===== src/rtl/rbd_pkg.sv =====
package rbd_pkg;
  typedef enum logic [1:0] {
    ST_IDLE = 2'd0,
    ST_ACT  = 2'd1,
    ST_REF  = 2'd2
  } ctl_state_e;
endpackage


===== src/rtl/rbd_strobe.sv =====
// Address demultiplexing: row latch and column-strobe edge detect.
module rbd_strobe #(
  parameter int ROW_BITS = 4,
  parameter int COL_BITS = 3,
  parameter int DATA_W   = 8
) (
  input  logic                clk,
  input  logic                rst,
  input  logic [ROW_BITS-1:0] addr_i,
  input  logic                cs_n_i,
  input  logic                ras_n_i,
  input  logic                cas_n_i,
  input  logic                we_n_i,
  input  logic [DATA_W-1:0]   wdata_i,
  output logic                cap_o,
  output logic [ROW_BITS-1:0] cap_row_o,
  output logic [COL_BITS-1:0] cap_col_o,
  output logic                cap_we_o,
  output logic [DATA_W-1:0]   cap_wd_o
);
  logic [ROW_BITS-1:0] row_q;
  logic                cas_hi_q;

  always_ff @(posedge clk) begin
    if (rst) begin
      row_q    <= '0;
      cas_hi_q <= 1'b1;
    end else begin
      if (!cs_n_i && !ras_n_i) row_q <= addr_i;
      cas_hi_q <= cs_n_i | cas_n_i;
    end
  end

  assign cap_o     = !cs_n_i && !cas_n_i && cas_hi_q;
  assign cap_row_o = row_q;
  assign cap_col_o = addr_i[COL_BITS-1:0];
  assign cap_we_o  = !we_n_i;
  assign cap_wd_o  = wdata_i;

  AST_ROW_HOLD_DESELECT: assert property (@(posedge clk) disable iff (rst)
    cs_n_i |=> $stable(row_q));
endmodule


===== src/rtl/rbd_cell_array.sv =====
// Array stored as one column-wide memory per column, so a whole row reads in one cycle.
module rbd_cell_array #(
  parameter int ROW_BITS = 4,
  parameter int COL_BITS = 3,
  parameter int DATA_W   = 8
) (
  input  logic                                    clk,
  input  logic                                    wr_en_i,
  input  logic [ROW_BITS-1:0]                     wr_row_i,
  input  logic [COL_BITS-1:0]                     wr_col_i,
  input  logic [DATA_W-1:0]                       wr_data_i,
  input  logic [ROW_BITS-1:0]                     rd_row_i,
  output logic [(1<<COL_BITS)-1:0][DATA_W-1:0]    rd_q_o
);
  localparam int ROWS = 1 << ROW_BITS;
  localparam int COLS = 1 << COL_BITS;

  for (genvar c = 0; c < COLS; c++) begin : g_col
    logic [DATA_W-1:0] mem [ROWS];
    logic [DATA_W-1:0] q;

    always_ff @(posedge clk) begin
      if (wr_en_i && (wr_col_i == COL_BITS'(c))) mem[wr_row_i] <= wr_data_i;
      q <= mem[rd_row_i];
    end

    assign rd_q_o[c] = q;
  end
endmodule


===== src/rtl/rbd_refresh.sv =====
// Interval timer and row counter for background refresh.
module rbd_refresh #(
  parameter int ROW_BITS   = 4,
  parameter int REF_PERIOD = 64
) (
  input  logic                clk,
  input  logic                rst,
  input  logic                ack_i,
  input  logic                done_i,
  output logic                req_o,
  output logic [ROW_BITS-1:0] row_o
);
  localparam int TW = (REF_PERIOD > 1) ? $clog2(REF_PERIOD) : 1;

  logic [TW-1:0]       timer_q;
  logic                pend_q;
  logic [ROW_BITS-1:0] row_q;
  logic                tick;

  assign tick = (timer_q == TW'(REF_PERIOD - 1));

  always_ff @(posedge clk) begin
    if (rst) begin
      timer_q <= '0;
      pend_q  <= 1'b0;
      row_q   <= '0;
    end else begin
      timer_q <= tick ? '0 : timer_q + 1'b1;
      if (tick)       pend_q <= 1'b1;
      else if (ack_i) pend_q <= 1'b0;
      if (done_i) row_q <= row_q + 1'b1;
    end
  end

  assign req_o = pend_q;
  assign row_o = row_q;

  AST_REF_PEND_HELD: assert property (@(posedge clk) disable iff (rst)
    (pend_q && !ack_i) |=> pend_q);
endmodule


===== src/rtl/rbd_ctrl.sv =====
// Access sequencer: line hit/miss, write coherence, refresh arbitration.
module rbd_ctrl
  import rbd_pkg::*;
#(
  parameter int ROW_BITS = 4,
  parameter int COL_BITS = 3,
  parameter int DATA_W   = 8,
  parameter int MISS_CYC = 4,
  parameter int REF_CYC  = 3
) (
  input  logic                                 clk,
  input  logic                                 rst,
  input  logic                                 cs_n_i,
  input  logic                                 cas_n_i,
  input  logic                                 cap_i,
  input  logic [ROW_BITS-1:0]                  cap_row_i,
  input  logic [COL_BITS-1:0]                  cap_col_i,
  input  logic                                 cap_we_i,
  input  logic [DATA_W-1:0]                    cap_wd_i,
  input  logic                                 ref_req_i,
  input  logic [ROW_BITS-1:0]                  ref_row_i,
  output logic                                 ref_ack_o,
  output logic                                 ref_done_o,
  input  logic [(1<<COL_BITS)-1:0][DATA_W-1:0] bank_q_i,
  output logic [ROW_BITS-1:0]                  bank_rd_row_o,
  output logic                                 bank_wr_en_o,
  output logic [ROW_BITS-1:0]                  bank_wr_row_o,
  output logic [COL_BITS-1:0]                  bank_wr_col_o,
  output logic [DATA_W-1:0]                    bank_wr_data_o,
  output logic [DATA_W-1:0]                    rd_data_o,
  output logic                                 rd_valid_o,
  output logic                                 ref_busy_o
);
  localparam int COLS = 1 << COL_BITS;
  localparam int MAXC = (MISS_CYC > REF_CYC) ? MISS_CYC : REF_CYC;
  localparam int CW   = $clog2(MAXC) + 1;

  ctl_state_e                      state_q;
  logic [CW-1:0]                   cnt_q;
  logic                            req_vld_q;
  logic [ROW_BITS-1:0]             req_row_q;
  logic [COL_BITS-1:0]             req_col_q;
  logic                            req_we_q;
  logic [DATA_W-1:0]               req_wd_q;
  logic [COLS-1:0][DATA_W-1:0]     line_q;
  logic [ROW_BITS-1:0]             line_row_q;
  logic                            line_vld_q;
  logic [DATA_W-1:0]               data_q;
  logic                            valid_q;
  logic                            line_hit;
  logic                            idle_free;

  assign line_hit  = line_vld_q && (line_row_q == req_row_q);
  assign idle_free = (state_q == ST_IDLE) && !ref_req_i;

  assign ref_ack_o      = (state_q == ST_IDLE) && ref_req_i;
  assign ref_done_o     = (state_q == ST_REF) && (cnt_q == CW'(REF_CYC - 1));
  assign bank_rd_row_o  = (state_q == ST_REF) ? ref_row_i : req_row_q;
  assign bank_wr_en_o   = idle_free && req_vld_q && req_we_q;
  assign bank_wr_row_o  = req_row_q;
  assign bank_wr_col_o  = req_col_q;
  assign bank_wr_data_o = req_wd_q;

  always_ff @(posedge clk) begin
    if (rst) begin
      state_q    <= ST_IDLE;
      cnt_q      <= '0;
      req_vld_q  <= 1'b0;
      req_row_q  <= '0;
      req_col_q  <= '0;
      req_we_q   <= 1'b0;
      req_wd_q   <= '0;
      line_q     <= '0;
      line_row_q <= '0;
      line_vld_q <= 1'b0;
      data_q     <= '0;
      valid_q    <= 1'b0;
    end else begin
      valid_q <= 1'b0;
      case (state_q)
        ST_IDLE: begin
          if (ref_req_i) begin
            state_q <= ST_REF;
            cnt_q   <= '0;
          end else if (req_vld_q) begin
            if (req_we_q) begin
              if (line_hit) line_q[req_col_q] <= req_wd_q;
              req_vld_q <= 1'b0;
            end else if (line_hit) begin
              data_q    <= line_q[req_col_q];
              valid_q   <= 1'b1;
              req_vld_q <= 1'b0;
            end else begin
              state_q <= ST_ACT;
              cnt_q   <= CW'(1);
            end
          end
        end
        ST_ACT: begin
          if (cnt_q == CW'(MISS_CYC - 1)) begin
            line_q     <= bank_q_i;
            line_row_q <= req_row_q;
            line_vld_q <= 1'b1;
            data_q     <= bank_q_i[req_col_q];
            valid_q    <= 1'b1;
            req_vld_q  <= 1'b0;
            state_q    <= ST_IDLE;
            cnt_q      <= '0;
          end else begin
            cnt_q <= cnt_q + 1'b1;
          end
        end
        ST_REF: begin
          if (cnt_q == CW'(REF_CYC - 1)) begin
            state_q <= ST_IDLE;
            cnt_q   <= '0;
          end else begin
            cnt_q <= cnt_q + 1'b1;
          end
        end
        default: state_q <= ST_IDLE;
      endcase
      if (cap_i && !req_vld_q) begin
        req_vld_q <= 1'b1;
        req_row_q <= cap_row_i;
        req_col_q <= cap_col_i;
        req_we_q  <= cap_we_i;
        req_wd_q  <= cap_wd_i;
      end
    end
  end

  assign rd_data_o  = data_q;
  assign rd_valid_o = valid_q;
  assign ref_busy_o = (state_q == ST_REF);

  AST_NO_DATA_IN_REFRESH: assert property (@(posedge clk) disable iff (rst)
    (state_q == ST_REF) |-> !valid_q);
  AST_MISS_NOT_EARLY: assert property (@(posedge clk) disable iff (rst)
    (state_q == ST_ACT) |-> !valid_q);
  AST_VALID_NEEDS_LINE: assert property (@(posedge clk) disable iff (rst)
    valid_q |-> line_vld_q);
  AST_VALID_ONE_CYCLE: assert property (@(posedge clk) disable iff (rst)
    valid_q |=> !valid_q);
  AST_ACCESS_NEEDS_SELECT: assert property (@(posedge clk) disable iff (rst)
    $rose(req_vld_q) |-> $past(!cs_n_i && !cas_n_i));
endmodule


===== src/rtl/rowbuf_dram.sv =====
module rowbuf_dram #(
  parameter int ROW_BITS   = 4,
  parameter int COL_BITS   = 3,
  parameter int DATA_W     = 8,
  parameter int MISS_CYC   = 4,
  parameter int REF_CYC    = 3,
  parameter int REF_PERIOD = 64
) (
  input  logic                clk,
  input  logic                rst,
  input  logic [ROW_BITS-1:0] addr_i,
  input  logic                cs_n_i,
  input  logic                ras_n_i,
  input  logic                cas_n_i,
  input  logic                we_n_i,
  input  logic                oe_n_i,
  input  logic [DATA_W-1:0]   wdata_i,
  output logic [DATA_W-1:0]   rdata_o,
  output logic                rd_valid_o,
  output logic                refresh_busy_o,
  output logic [ROW_BITS-1:0] refresh_row_o
);
  localparam int COLS = 1 << COL_BITS;

  logic                        cap;
  logic [ROW_BITS-1:0]         cap_row;
  logic [COL_BITS-1:0]         cap_col;
  logic                        cap_we;
  logic [DATA_W-1:0]           cap_wd;
  logic                        ref_req, ref_ack, ref_done;
  logic [ROW_BITS-1:0]         ref_row;
  logic [COLS-1:0][DATA_W-1:0] bank_q;
  logic [ROW_BITS-1:0]         bank_rd_row, bank_wr_row;
  logic                        bank_wr_en;
  logic [COL_BITS-1:0]         bank_wr_col;
  logic [DATA_W-1:0]           bank_wr_data;
  logic [DATA_W-1:0]           rd_data;

  rbd_strobe #(.ROW_BITS(ROW_BITS), .COL_BITS(COL_BITS), .DATA_W(DATA_W)) u_strobe (
    .clk(clk), .rst(rst), .addr_i(addr_i), .cs_n_i(cs_n_i), .ras_n_i(ras_n_i),
    .cas_n_i(cas_n_i), .we_n_i(we_n_i), .wdata_i(wdata_i), .cap_o(cap),
    .cap_row_o(cap_row), .cap_col_o(cap_col), .cap_we_o(cap_we), .cap_wd_o(cap_wd)
  );

  rbd_refresh #(.ROW_BITS(ROW_BITS), .REF_PERIOD(REF_PERIOD)) u_refresh (
    .clk(clk), .rst(rst), .ack_i(ref_ack), .done_i(ref_done),
    .req_o(ref_req), .row_o(ref_row)
  );

  rbd_cell_array #(.ROW_BITS(ROW_BITS), .COL_BITS(COL_BITS), .DATA_W(DATA_W)) u_array (
    .clk(clk), .wr_en_i(bank_wr_en), .wr_row_i(bank_wr_row), .wr_col_i(bank_wr_col),
    .wr_data_i(bank_wr_data), .rd_row_i(bank_rd_row), .rd_q_o(bank_q)
  );

  rbd_ctrl #(.ROW_BITS(ROW_BITS), .COL_BITS(COL_BITS), .DATA_W(DATA_W),
             .MISS_CYC(MISS_CYC), .REF_CYC(REF_CYC)) u_ctrl (
    .clk(clk), .rst(rst), .cs_n_i(cs_n_i), .cas_n_i(cas_n_i), .cap_i(cap),
    .cap_row_i(cap_row), .cap_col_i(cap_col), .cap_we_i(cap_we), .cap_wd_i(cap_wd),
    .ref_req_i(ref_req), .ref_row_i(ref_row), .ref_ack_o(ref_ack), .ref_done_o(ref_done),
    .bank_q_i(bank_q), .bank_rd_row_o(bank_rd_row), .bank_wr_en_o(bank_wr_en),
    .bank_wr_row_o(bank_wr_row), .bank_wr_col_o(bank_wr_col), .bank_wr_data_o(bank_wr_data),
    .rd_data_o(rd_data), .rd_valid_o(rd_valid_o), .ref_busy_o(refresh_busy_o)
  );

  assign rdata_o       = (!oe_n_i && !cs_n_i) ? rd_data : '0;
  assign refresh_row_o = ref_row;
endmodule


===== config.mk =====
export PLATFORM = sky130hd
export DESIGN_NAME = rowbuf_dram
export DESIGN_NICKNAME = d
export VERILOG_FILES = /design/src/rtl/rbd_pkg.sv /design/src/rtl/rbd_strobe.sv /design/src/rtl/rbd_cell_array.sv /design/src/rtl/rbd_refresh.sv /design/src/rtl/rbd_ctrl.sv /design/src/rtl/rowbuf_dram.sv
export SDC_FILE = /design/constraint.sdc
export NUM_CORES = 2
export LEC_CHECK = 0
export ABC_AREA = 1
export BUFFER_PORTS_ARGS = -buffer_cell sky130_fd_sc_hd__buf_4
export CORE_MARGIN = 5
export CORE_UTILIZATION = 45
export CTS_CLUSTER_DIAMETER = 150
export DETAILED_ROUTE_END_ITERATION = 6
export PLACE_DENSITY = 0.63
export SETUP_SLACK_MARGIN = 0.3
export SKIP_CTS_REPAIR_TIMING = 1
export SYNTH_ARGS = -nofsm -noshare
export SYNTH_HDL_FRONTEND = slang
export SYNTH_SLANG_ARGS = --single-unit
export TNS_END_PERCENT = 5

===== constraint.sdc =====
create_clock -name clk -period 7.11 [get_ports clk]
set_clock_uncertainty 0.05 [all_clocks]
set_input_delay 0.3555 -clock clk [delete_from_list [all_inputs] [get_ports clk]]
set_output_delay 0.3555 -clock clk [all_outputs]
set_load 0.02 [all_outputs]

==> results summary <==
By area the synthesized netlist is led by edfxtp_1 62%, dfxtp_1 7.2%, a21oi_1 5.5%, o21ai_0 5.3%, nand2_1 4.6%. The overflow left after global routing came out at 0. The worst max-slew margin expressed relative to the limit came out at 5.96%. The overall power came out at 15.9 mW.

The floorplan step defined a die boundary enclosing 118,000 um^2. The net count of the mapped netlist is 4,465. The number of routed nets with antenna violations is 0. The initial cell density of the core came out at 45.2%. The sequential element share of the synthesized area is 68.8%. Entering global routing, the biggest net connects 194 pins. Clock-pin slew was measured on the worst setup and hold paths at 0.07 ns. The routed design could run at a clock period as short as 4.19 ns. The power dissipated by switching net loads came out at 3.80 mW. The final reports fail on negative hold slack. The hold path depth came out at 4. The flow ran to the end, but the final reports show violations. Setup slack on the worst reg-to-reg path comes out at 2.92 ns.

The HPWL after detailed placement is 74,300 um. The number of slew-limit violations in the final report was 0. The worst setup path is captured at a flop. The areal power density over the cells is 286 nW/um^2.

The routability-driven placement congestion ratio is 0.928. The aggregate routed wire length is 132,000 um. The source-to-sink clock delay at the later pin of the worst-skew pair is 0.70 ns. The maximum fanout count along the critical path came out at 70.

The internal power of the cells came out at 12.1 mW. The area added between synthesis and finish came out at 11.2%. The final cycle utilization of the critical path came out at 58.9%. Including well taps, the total number of placed cells is 5,695.

In this run the critical register-to-register path is launched from u_ctrl.bank_wr_col_o[0]. The fraction of final layout cells sized beyond drive strength 1 came out at 7.37%. The post-route DRC violation count is 0. The final-report setup violation count came out at 0. The arrival time of data at the critical path endpoint is 4.46 ns. The cell count after synthesis came out at 4,436. The clock tree from TritonCTS is built.

The first global-routing pass estimated 196,000 um of wire. The total standard cell area after synthesis is 49,900 um^2. The number of vias after detailed routing is 33,300. After synthesis the netlist holds a flip-flop and latch count of 1,204. In this run the worst setup path begins at u_ctrl.bank_wr_col_o[0]. The share of synthesized flip-flops with an asynchronous set or reset is 0%. The sequential fraction of design power came out at 50.2%. The final cell count without fillers is 5,937. For this run, the leading register cell type out of synthesis is edfxtp_1.

The area share of the leading cell type in the synthesized netlist came out at 61.6%. The portion of total power attributed to the clock network came out at 41.7%. The number of global-route vias before repair came to 31,000. Counting along the longest clock path gives a buffer depth of 3. The kind of launch point of the worst setup path is a flop. The average instance area after synthesis is 11.2 um^2. The number of buffers added by the clock tree synthesis step is 118. The initialized floorplan defines 122 standard-cell rows.

The number of DRC markers in iteration 0 is 3,705. Buffers placed on the I/O ports in this run total 32. The total count of hold-check failures in the final report is 1. The endpoint identified for the worst register-to-register timing path is u_array.g_col[1].mem[1][5]. The worst hold path class is input port to flop. The sum of negative setup slack is 0 ns.

In this run, synthesis inferred 1,024 flip-flops with an integrated enable. The number of vias per cell after detailed routing is 5.61. The overall die height is 343 um. Of all cell types, the one taking the most synthesized area is edfxtp_1. The initial antenna violation count is 3. The reported max-cap violation count is 0. Fill cells in the final layout number 9,542. The number of nets in the final layout is 4,371. The overall global routing resource usage is 21.8%. The core region area is 110,000 um^2.

The overall die width is 343 um. CTS placed an instance of clkbuf_16 at the clock tree root. The worst-case setup margin in the final layout came out at 2.92 ns.

For this run, the top clock speed supported by timing is 0.239 GHz. The number of distinct standard cells referenced by the synthesized netlist came out at 35. The worst-case setup slack after placement is 3.09 ns. The switching part of the total is 24.0%. Setup repair after global routing left no endpoint under its margin. The number of levels the H-tree was split into came out at 3.

The minimum hold slack is -0.00419 ns. Combinational logic is responsible for 8.1% of the overall power. The startpoint of the most critical hold path is ras_n_i. The worst-margin pin slew is 1.41 ns. The worst hold path terminates at u_strobe.cap_row_o[3]. After detailed routing, the average wire length per cell comes to 22.2 um. The count of synthesis-stage warnings from yosys is 0. The largest voltage drop on the vdd net is 204 uV. The count of boundary I/O pins came out at 33. The first detailed-routing pass took 6 iterations. The clock sink count came out at 1,204.

The depth of the worst register-to-register path came out at 6. The start-to-end type of the worst setup path is flop to flop. The leakage power came out at 19.6 nW. For the worst setup path, the data required time is 7.38 ns.
-- through the flow --
| step | utilization, % | area, um^2 | hold WS [ns] |
|---|---|---|---|
| 6_report | 50.3 | 55500 | -0.00419 |
| 5_1_grt | 50.3 | 55500 | 0.0167 |
| 4_1_cts | 50.1 | 55300 | -0.264 |
| 3_5_place_dp | 46.4 | 51200 | 0.402 |
| 3_3_place_gp | 46.4 | 51200 | 0.396 |
| 2_1_floorplan | - | 49900 | 0.380 |
-- synthesized netlist by cell type, drive strengths merged, types with 64 or more instances --
cell / instances
a21oi: 554
a22o: 64
buf: 104
clkbuf: 208
dfxtp: 180
edfxtp: 1024
inv: 377
nand2: 608
nand3: 150
nor2: 311
o211ai: 256
o21ai: 550
-- power groups by stage --
stage / combinational (mW) / clock (mW) / sequential (mW)
finish: 1.28 / 6.62 / 7.97
global route: 1.40 / 7.00 / 7.98
CTS: 1.26 / 6.69 / 7.97
detailed placement: 1.25 / 0 / 8.12
global placement: 1.24 / 0 / 8.12
floorplan: 0.831 / 0 / 8.04
-- cells in the final DEF (no fill, tap or decap), drive strengths merged --
cell	synthesis	final
bufinv	0	22
inv	377	383
diode	0	1
buf	104	83
o21ai	550	550
or2	9	9
edfxtp	1024	1024
nand3	150	150
clkinvlp	0	10
nor3b	1	1
clkinv	1	49
nand2	608	608
clkbuf	208	140
a21oi	554	554
nor3	13	13
ha	10	10
nor2	311	311
a22o	64	64
o211ai	256	256
and3	1	1
xnor2	2	2
dlygate4sd3	0	15
nand4	12	12
o21bai	1	1
dfxtp	180	180
-- sequential cells by signal (all words and copies together), names as in the netlist, 6 cells and up --
name                   cells
u_array.g_col.mem       1024
u_array.g_col.q           64
u_ctrl.bank_wr_data_o      8
u_ctrl.line_q             64
u_ctrl.rd_data_o           8
u_refresh.timer_q          6
-- metal layers --
layer | routed length [um] | vias to the layer above | GRT usage (%)
met3 | 11000 | 219 | 3.97
met2 | 60100 | 1387 | 34.1
met1 | 56600 | 16100 | 31.0
met4 | 4190 | 0 | 7.38
li1 | - | 15600 | -
met5 | 0 | - | 0
-- critical path, stage by stage (launching register included) --
cell and delay [ns]:
dfxtp_2 0.31, buf_4 0.56, inv_2 0.53, buf_4 0.37
nor3_2 0.53, nand2_1 0.63, nor2_1 0.72
-- how the worst max path moves through the flow --
stage                                            end  cells after the start
after floorplan                    u_ctrl.line_q[40]                      5
after global placement    u_array.g_col[1].mem[1][1]                      6
after detailed placement  u_array.g_col[1].mem[1][1]                      6
after global routing      u_array.g_col[1].mem[1][4]                      6
final                     u_array.g_col[1].mem[1][5]                      6
after CTS                 u_array.g_col[1].mem[1][7]                      6
-- layout make-up --
| cell class | count | area, um^2 | share of cell area (%) |
|---|---|---|---|
| timing repair buffer | 98 | 861 | 1.55 |
| clock inverter | 86 | 1050 | 1.89 |
| multi-input combinational | 2542 | 12800 | 23.1 |
| antenna | 1 | 2.50 | 0.00451 |
| sequential | 1204 | 34400 | 62.0 |
| clock buffer | 140 | 3110 | 5.60 |
| tap | 1488 | 1860 | 3.36 |
| inverter | 378 | 1420 | 2.56 |
-- kinds of logic (layout without fill, tap and decap cells) --
kind of cell,Yosys count,after routing,share of synthesized area [%]
AND/OR/NAND/NOR,1105,1105,9.16
buffers and inverters,690,702,5.63
adder cells (fa/ha/maj),10,10,0.251
flip-flops,1204,1204,68.8
AO/OA/AOI/OAI,1425,1425,16.1
XOR/XNOR,2,2,0.0351
other,0,1,0
Power figures use the tool's default switching activity.
